**src/rtl/idxmul_pkg.sv**
```systemverilog
package idxmul_pkg;

    localparam int WORD_W     = 32;
    localparam int WORD_BYTES = WORD_W / 8;

    typedef logic signed [WORD_W-1:0] word_t;

    typedef enum logic [1:0] {
        ST_IDLE = 2'd0,
        ST_READ = 2'd1,
        ST_CAPT = 2'd2,
        ST_DONE = 2'd3
    } call_state_e;

    typedef struct packed {
        logic accept;
        logic rd_issue;
        logic capture;
    } ctrl_strobes_t;

    function automatic word_t wrap_mul(input word_t a, input word_t b);
        logic signed [2*WORD_W-1:0] full;
        full = a * b;
        return full[WORD_W-1:0];
    endfunction

endpackage

```
**src/rtl/idxmul_ctrl.sv**
```systemverilog
module idxmul_ctrl
    import idxmul_pkg::*;
(
    input  logic          clk,
    input  logic          rst,
    input  logic          start,
    input  logic          stall,
    output logic          busy,
    output logic          done,
    output ctrl_strobes_t strobes
);

    call_state_e state_q, state_d;

    always_comb begin
        state_d = state_q;
        case (state_q)
            ST_IDLE: if (start) state_d = ST_READ;
            ST_READ: state_d = ST_CAPT;
            ST_CAPT: state_d = ST_DONE;
            ST_DONE: if (!stall) state_d = ST_IDLE;
            default: state_d = ST_IDLE;
        endcase
    end

    always_ff @(posedge clk) begin
        if (rst) state_q <= ST_IDLE;
        else     state_q <= state_d;
    end

    assign busy             = (state_q != ST_IDLE);
    assign done             = (state_q == ST_DONE);
    assign strobes.accept   = (state_q == ST_IDLE) && start;
    assign strobes.rd_issue = (state_q == ST_READ);
    assign strobes.capture  = (state_q == ST_CAPT);

endmodule

```
**src/rtl/idxmul_agen.sv**
```systemverilog
module idxmul_agen
    import idxmul_pkg::*;
#(
    parameter int ADDR_W = 32
) (
    input  logic              clk,
    input  logic              rst,
    input  logic              accept,
    input  logic [ADDR_W-1:0] base,
    input  word_t             index,
    output logic [ADDR_W-1:0] addr
);

    localparam bit POW2   = (WORD_BYTES & (WORD_BYTES - 1)) == 0;
    localparam int SHIFT  = $clog2(WORD_BYTES);

    logic [ADDR_W-1:0] idx_ext;
    logic [ADDR_W-1:0] offset;
    logic [ADDR_W-1:0] addr_q;

    assign idx_ext = ADDR_W'(index);

    generate
        if (POW2) begin : g_shift
            assign offset = idx_ext << SHIFT;
        end else begin : g_mult
            assign offset = ADDR_W'(idx_ext * ADDR_W'(WORD_BYTES));
        end
    endgenerate

    always_ff @(posedge clk) begin
        if (rst)         addr_q <= '0;
        else if (accept) addr_q <= base + offset;
    end

    assign addr = addr_q;

endmodule

```
**src/rtl/idxmul_mult.sv**
```systemverilog
module idxmul_mult
    import idxmul_pkg::*;
(
    input  logic  clk,
    input  logic  rst,
    input  logic  accept,
    input  logic  capture,
    input  word_t scale_in,
    input  word_t rdata,
    output word_t product
);

    word_t scale_q;
    word_t product_q;

    always_ff @(posedge clk) begin
        if (rst) begin
            scale_q   <= '0;
            product_q <= '0;
        end else begin
            if (accept)  scale_q   <= scale_in;
            if (capture) product_q <= wrap_mul(scale_q, rdata);
        end
    end

    assign product = product_q;

endmodule

```
**src/rtl/idxmul_core.sv**
```systemverilog
module idxmul_core
    import idxmul_pkg::*;
#(
    parameter int ADDR_W = 32
) (
    input  logic                  clk,
    input  logic                  rst,
    input  logic                  start,
    output logic                  busy,
    input  logic [WORD_W-1:0]     arg_scale,
    input  logic [ADDR_W-1:0]     arg_base,
    input  logic [WORD_W-1:0]     arg_index,
    output logic                  done,
    input  logic                  stall,
    output logic [WORD_W-1:0]     result,
    output logic                  mem_read,
    output logic [ADDR_W-1:0]     mem_addr,
    output logic [WORD_BYTES-1:0] mem_byteen,
    input  logic [WORD_W-1:0]     mem_rdata
);

    ctrl_strobes_t strobes;
    word_t         product;

    idxmul_ctrl u_ctrl (
        .clk     (clk),
        .rst     (rst),
        .start   (start),
        .stall   (stall),
        .busy    (busy),
        .done    (done),
        .strobes (strobes)
    );

    idxmul_agen #(.ADDR_W(ADDR_W)) u_agen (
        .clk    (clk),
        .rst    (rst),
        .accept (strobes.accept),
        .base   (arg_base),
        .index  (word_t'(arg_index)),
        .addr   (mem_addr)
    );

    idxmul_mult u_mult (
        .clk      (clk),
        .rst      (rst),
        .accept   (strobes.accept),
        .capture  (strobes.capture),
        .scale_in (word_t'(arg_scale)),
        .rdata    (word_t'(mem_rdata)),
        .product  (product)
    );

    assign mem_read   = strobes.rd_issue;
    assign mem_byteen = '1;
    assign result     = product;

endmodule

```
**config.mk**
```make
export PLATFORM = sky130hd
export DESIGN_NAME = idxmul_core
export DESIGN_NICKNAME = d
export VERILOG_FILES = /design/src/rtl/idxmul_pkg.sv /design/src/rtl/idxmul_ctrl.sv /design/src/rtl/idxmul_agen.sv /design/src/rtl/idxmul_mult.sv /design/src/rtl/idxmul_core.sv
export SDC_FILE = /design/constraint.sdc
export NUM_CORES = 1
export LEC_CHECK = 0
export ABC_AREA = 1
export CORE_AREA = 5 5 217 219
export DETAILED_ROUTE_END_ITERATION = 12
export DIE_AREA = 0 0 222 224
export PLACE_DENSITY_LB_ADDON = 0.08
export SKIP_LAST_GASP = 1
export SLEW_MARGIN = 20
export SYNTH_ARGS = -nofsm -noshare
export SYNTH_HDL_FRONTEND = slang
export SYNTH_SLANG_ARGS = --single-unit
export TNS_END_PERCENT = 1
```
**constraint.sdc**
```tcl
create_clock -name clk -period 6.5 [get_ports clk]
set_clock_uncertainty 0.2 [all_clocks]
set_input_delay 0.65 -clock clk [delete_from_list [all_inputs] [get_ports clk]]
set_output_delay 0.65 -clock clk [all_outputs]
set_load 0.01 [all_outputs]
```
# Word-level counts from Yosys, hierarchy flattened
# Cells that the tools add are included.
[word_totals]
inputBits = 132
out_inout_bits = 71
wordCells = 18
reg_bits = 98
[op_classes]
eq_ne = 5
multipliers = 1
add_sub_neg = 1
reduce_logical = 4
mux = 3
[ops]
columns = ["cell", "n"]
rows = [
  ["$add A32 B32 Y32", 1],
  ["$mul A32 B32 Y32", 1],
  ["$pmux W2 S4", 1],
  ["$eq A2 B2 Y1 const B", 2],
  ["$mux W2", 2],
  ["$ne A2 B2 Y1 const B", 2],
  ["$eq A2 B1 Y1 const B", 1],
  ["$logic_not A2 Y1", 1],
  ["$reduce_and A2 Y1", 1],
  ["$reduce_bool A2 Y1", 1],
  ["$logic_and A1 B1 Y1", 1],
]

# Longest topological paths before layout
# Gate-level depths: netlist of run 1.
[logic_depth]
depth_word = 3
depth_mapped = 35
mapped_depth_nobuf = 33

# Cells and area by module
# Synthesis of run 1 repeated with hierarchy kept, for this count alone.
[hier_totals]
cells_unflattened = 3357
area_unflattened_um2 = 23475.0
[by_module_without_submodules]
columns = ["module", "cells_per_inst", "n_inst", "seq_area_each_um2", "area_per_inst_um2"]
rows = [
  ["idxmul_mult", 2700, 1, 1281.2, 19746.4],
  ["idxmul_agen", 626, 1, 640.6, 3510.9],
  ["idxmul_ctrl", 26, 1, 40.0, 183.9],
  ["idxmul_core", 5, 1, 0.0, 33.8],
]

# Least setup slack after synthesis of run 1
# Ideal clock, no wire load.
[synth_path]
kind = "input-to-reg"
start = "input mem_rdata[3]"
end = "register u_mult.product_q[28] (netlist: u_mult.product[28])"
path_buffers = 2
path_stages = 27
setup_time_ps = 117
slack_ps = -464
t_arrival_ps = 6647
t_required_ps = 6183
path_cell_list = "clkbuf_1 -> buf_1 -> nand2_1 -> inv_1 -> fa_1 -> fa_1 -> inv_1 -> fa_1 -> fa_1 -> inv_1 -> fa_1 -> inv_1 -> fa_1 -> inv_1 -> fa_1 -> fa_1 -> ha_1 -> nand2_1 -> nor2_1 -> and2_1 -> nand4_1 -> nand3_1 -> nand2_1 -> o211ai_1 -> nor2_1 -> o221ai_1 -> inv_1"
[synth_between]
elab_chain_cells = 1
[synth_rtl]
columns = ["element", "line_no", "text"]
rows = [
  ["start: declaration", "idxmul_core.sv:19", "input logic [WORD_W-1:0] mem_rdata"],
  ["$mul A32 B32 Y32", "idxmul_pkg.sv:23", "full = a * b;"],
  ["end signal: assignment", "idxmul_mult.sv:22", "if (capture) product_q <= wrap_mul(scale_q, rdata);"],
  ["end: declaration", "idxmul_mult.sv:14", "word_t product_q;"],
]
# Every way passes these cells.
# A chain may end at the register's enable or synchronous reset.

# Final worst setup path of run 1
[layout_path]
start = "input mem_rdata[5]"
end = "register u_mult.product_q[23] (netlist: u_mult.product[23])"
# Same word-level chain as after synthesis.

==> results of run 1 <==
per-layer routing:
metal,share of wire,track usage,vias up
met1,0.45,0.410,10097
met4,0.021,0.0650,0
met2,0.47,0.490,601
met3,0.064,0.0443,84
met5,0,0,-
li1,-,-,9915
registers in the layout, indices dropped and copies added, names as in the netlist:
name and cells:
u_agen.addr 32, u_ctrl.state_q 2, u_mult.product 32, u_mult.scale_q 32
worst paths after layout:
path | from | end | slack (ns) | cells after the start
setup / recovery | mem_rdata[5] | u_mult.product[23] | -0.16 | 26
hold / removal | u_mult.product[16] | u_mult.product[16] | 0.29 | 2
setup reg to reg | u_mult.scale_q[13] | u_mult.product[23] | -0.10 | 25
hold reg to reg | u_mult.product[16] | u_mult.product[16] | 0.29 | 2
cell usage in the layout (no fill, tap or decap), drive strengths merged, types with 10 or more instances in the layout:
cell,Yosys,routed
a21oi,69,69
buf,41,296
clkbuf,99,11
clkdlybuf4s50,0,170
dfxtp,98,98
fa,409,409
ha,184,184
inv,967,968
nand2,795,795
nand3,83,83
nand4,11,11
nor2,201,201
nor3,14,14
o211ai,16,16
o21ai,113,113
xnor2,10,10
xor2,31,31
worst max-delay path, stage by stage:
cell and delay (ns):
buf_6 0.12, buf_12 0.15, nand2_1 0.07, inv_1 0.05
fa_1 0.57, fa_2 0.45, fa_1 0.50, inv_2 0.05
fa_1 0.53, inv_1 0.05, fa_1 0.47, inv_1 0.05
fa_1 0.48, inv_1 0.05, fa_2 0.56, fa_1 0.47
ha_4 0.32, nand2_2 0.07, o21a_1 0.24, o21ai_4 0.22
buf_4 0.14, inv_1 0.04, a31o_2 0.22, nand3_1 0.09
o211ai_1 0.09, inv_1 0.07
kinds of logic (layout without fill, tap and decap cells):
family | Yosys count | in the layout
and+or+nand+nor | 1118 | 1118
buffers and inverters | 1113 | 1477
adders and majority gates | 593 | 593
AOI/OAI and AO/OA | 245 | 245
DFF | 98 | 98
xor gates and xnor gates | 41 | 41
other | 1 | 7
cell type report:
class                           instances  area [sq um]
Sequential cell                        98          1980
Clock buffer                            9           225
Antenna cell                            3          7.51
Fill cell                            4019         15800
Tap cell                              600           751
Timing Repair Buffer                  488          4980
Inverter                              973          3650
Clock inverter                          7           141
Multi-Input combinational cell       2001         17400
metrics by stage:
stage	cells	utilization
floorplan	3212	-
global placement	4120	0.614
detailed placement	4120	0.614
CTS	4175	0.647
global route	4176	0.649
finish	4179	0.649
repair_timing:
item,in CTS,in global routing
setup endpoints to repair,22,21
gates resized for setup,235,24
pin swaps,108,24
gates cloned,14,0
setup buffers,25,1
==> results.json, run 1 <==
{
  "setup_ws_ns": -0.162,
  "gr-total-overflow": 0,
  "start_kind": "input pin",
  "synthAdderAreaFrac": 0.455,
  "muxShareOfSynthArea": 0,
  "vias": 20697,
  "grt_pass1_vias": 21728,
  "max_cap_viol_count": 0,
  "wl_mm": 71.6,
  "wl_per_cell_microns": 17.1,
  "status": "finished with violations",
  "synth_edf_count": 0,
  "place_worst_setup_slack_ns": -1.08,
  "yosysWarnings": 0,
  "critPathCaptureType": "flop",
  "ys_top_cells_by_area": "fa_1, inv_1, nand2_1",
  "relSlewSlack": 0.543,
  "syn_area_per_cell_sq_um": 7.19,
  "synth_top_family_by_area": "adder cells",
  "tns_ns": -1.61,
  "gp_congestion": 0.927,
  "cts_tree": "yes",
  "cts.root.buffer_cell": "clkbuf_16",
  "area_delta_synth_final_pct": 26.3,
  "setup_viol": 16,
  "portBuffers": 196,
  "synth-compound-area-share": 0.0638,
  "min_period_ns": 6.66,
  "synth_top_area_frac": 0.355,
  "grt_max_degree": 53,
  "syn_inst": 3209,
  "ant_nets": 0,
  "clkTransAtPathRegs_ns": 0.07,
  "coreArea_sq_um": 44900,
  "die_w_microns": 222,
  "drc": 0,
  "io_pins": 203,
  "groute.usage.overall": 0.294,
  "cts_num_sinks": 98,
  "die_h_microns": 224,
  "critPathMaxFanout": 7,
  "drive_gt1_frac": 0.143,
  "start_util": 0.514,
  "synth_xor_area_frac": 0.0156,
  "rows": 78,
  "dp_hpwl_mm": 58.9,
  "final_area_sq_um": 29100,
  "ys_top_cells_by_count": "inv_1, nand2_1, fa_1",
  "path_class": "input pin to flop",
  "synth_cell_types": 53,
  "numCtsBuffers": 9,
  "yosysMostFrequentCell": "inv_1",
  "failed_checks": "negative setup slack",
  "synthSimpleGateAreaFrac": 0.194,
  "syn-cell-area_sq_um": 23100,
  "fin_nets": 4296,
  "period_share": 1.02,
  "vias_per_cell": 4.95,
  "holdBufCountCts": 0,
  "synth-async-reset-ratio": 0,
  "antenna_found_initial": 3,
  "finalHoldViolCount": 0,
  "yosysTopAreaCell": "fa_1",
  "htree_levels": 3,
  "dr.first_iter.drc_count": 1359,
  "max_freq_ghz": 0.150,
  "place_area_sq_um": 27600,
  "grt_pass1_wl_mm": 117,
  "hold_slack_ns": 0.286,
  "ys.flop_type": "dfxtp_1",
  "hold_class": "flop to flop",
  "ys_seq_area_frac": 0.0851,
  "ys_ff_latch": 98,
  "die_area_sq_um": 49700,
  "worst_slew_pin_slew_ns": 0.685,
  "firstDrtPassIters": 5,
  "clkLatencyLatePin_ns": 0.38,
  "cp.required_ns": 6.63,
  "final_max_slew_viol_count": 0,
  "clockBufferDepth": 2,
  "rsz0062_at_grt": "true",
  "cp_data_arrival_time_ns": 6.79
}
Power of run 1 is left out: the tool's default activity adds up to more than one toggle a clock period on the data nets, which glitch-free logic cannot reach.
==> run 2, diff against run 1 <==
- CTS_CLUSTER_DIAMETER: not set -> 120
==> results of run 2 <==
The final DEF is identical to that of run 1; final timing and power are the same.
Power of run 2 is left out for the same reason.
==> run 3, diff against run 2 <==
- CTS_BUF_LIST: not set -> sky130_fd_sc_hd__clkbuf_16
- clock period: 6.5 -> 7.9 ns (I/O delays scaled with it)
==> results.json, run 3 (synthesized netlist as in run 1, its figures left out) <==
{
  "status": "completed",
  "place_worst_setup_slack_ns": -0.0147,
  "setup_ws_ns": 0.331,
  "cts.root.buffer_cell": "clkbuf_16",
  "grt_pass1_vias": 21017,
  "drc": 0,
  "wl_per_cell_microns": 16.9,
  "start_kind": "input pin",
  "placedCellCount": 3999,
  "rows": 78,
  "fin_util": 0.593,
  "max_cap_viol_count": 0,
  "final_cell_mix": "inv_1, nand2_1, fa_1",
  "fin_nets": 4135,
  "cts_tree": "yes",
  "rsz0062_at_grt": "false",
  "dp_hpwl_mm": 59.3,
  "htree_levels": 3,
  "die_h_microns": 224,
  "setup_viol": 0,
  "critPathMaxFanout": 15,
  "worst_slew_pin_slew_ns": 1.11,
  "worst_path_largest_cell_delay_ns": 0.57,
  "cts_num_sinks": 98,
  "grt_max_degree": 53,
  "firstDrtPassIters": 6,
  "max_freq_ghz": 0.132,
  "area_delta_synth_final_pct": 15.5,
  "min_period_ns": 7.57,
  "grt_pass1_wl_mm": 111,
  "vias": 19958,
  "drive_gt1_frac": 0.0594,
  "clkTransAtPathRegs_ns": 0.08,
  "clockBufferDepth": 2,
  "stdcell_count": 4018,
  "gr-total-overflow": 0,
  "critPathCaptureType": "flop",
  "portBuffers": 196,
  "wl_mm": 68.0,
  "worst_path_max_delay_cell": "fa_1",
  "cp.required_ns": 7.98,
  "final_max_slew_viol_count": 0,
  "antenna_found_initial": 5,
  "layout_commonest_cell": "inv_1",
  "ant_nets": 0,
  "finalHoldViolCount": 0,
  "start_util": 0.514,
  "die_area_sq_um": 49700,
  "dr.first_iter.drc_count": 1248,
  "numCtsBuffers": 9,
  "hold_class": "flop to flop",
  "clkLatencyLatePin_ns": 0.38,
  "gp_congestion": 0.948,
  "coreArea_sq_um": 44900,
  "cp_data_arrival_time_ns": 7.64,
  "period_share": 0.958,
  "crit_top_cell": "fa_1",
  "vias_per_cell": 4.97,
  "die_w_microns": 222,
  "groute.usage.overall": 0.279,
  "path_class": "input pin to flop",
  "io_pins": 203,
  "relSlewSlack": 0.260
}
## run 3: worst paths after layout
kind	from	to	slack [ns]	depth (start not counted)
setup / recovery	mem_rdata[4]	u_mult.product[29]	0.33	29
hold / removal	u_mult.product[18]	u_mult.product[18]	0.28	2
setup reg to reg	u_mult.scale_q[6]	u_mult.product[22]	0.42	27
hold reg to reg	u_mult.product[18]	u_mult.product[18]	0.28	2
## run 3: stage by stage
step	instance area, sq um	setup TNS [ns]	hold WS (ns)
finish	26600	0	0.285
global route	26600	0	0.297
CTS	26600	0	0.289
detailed placement	26300	-0.0147	0.267
global placement	26300	-0.0115	0.263
floorplan	23100	0	0.276
## run 3: cell type report
type	count	area [sq um]
inverters	973	3650
clock inverters	7	68.8
multi-input cells	2001	16800
well taps	600	751
flip-flops and latches	98	1960
diodes	3	7.51
clock buffers	9	225
repair buffers	327	3150
fillers	4236	18300
## run 3: repair_timing
| action | CTS | global route |
|---|---|---|
| hold endpoints to repair | 0 | 0 |
| setup endpoints to repair | 0 | 1 |
| hold buffers | 0 | 0 |
| resized for setup | 0 | 1 |
| setup buffers | 0 | 0 |
## run 3: metal layers
layer | track usage | up-vias | routed length, microns | share of wire
met4 | 0.0748 | 4 | 1900 | 0.028
met3 | 0.0519 | 104 | 5140 | 0.076
met1 | 0.379 | 9663 | 29300 | 0.43
li1 | - | 9567 | - | -
met2 | 0.465 | 620 | 31700 | 0.47
met5 | 0 | - | 30 | 0.00044
## run 3: critical path: cells and delay by family
family	cells	cell delay, ns
adder cells (fa/ha/maj)	9	4.36
buffers and inverters	10	1.29
AO/OA/AOI/OAI	6	0.85
AND/OR/NAND/NOR	4	0.34
Power of run 3 is left out for the same reason.
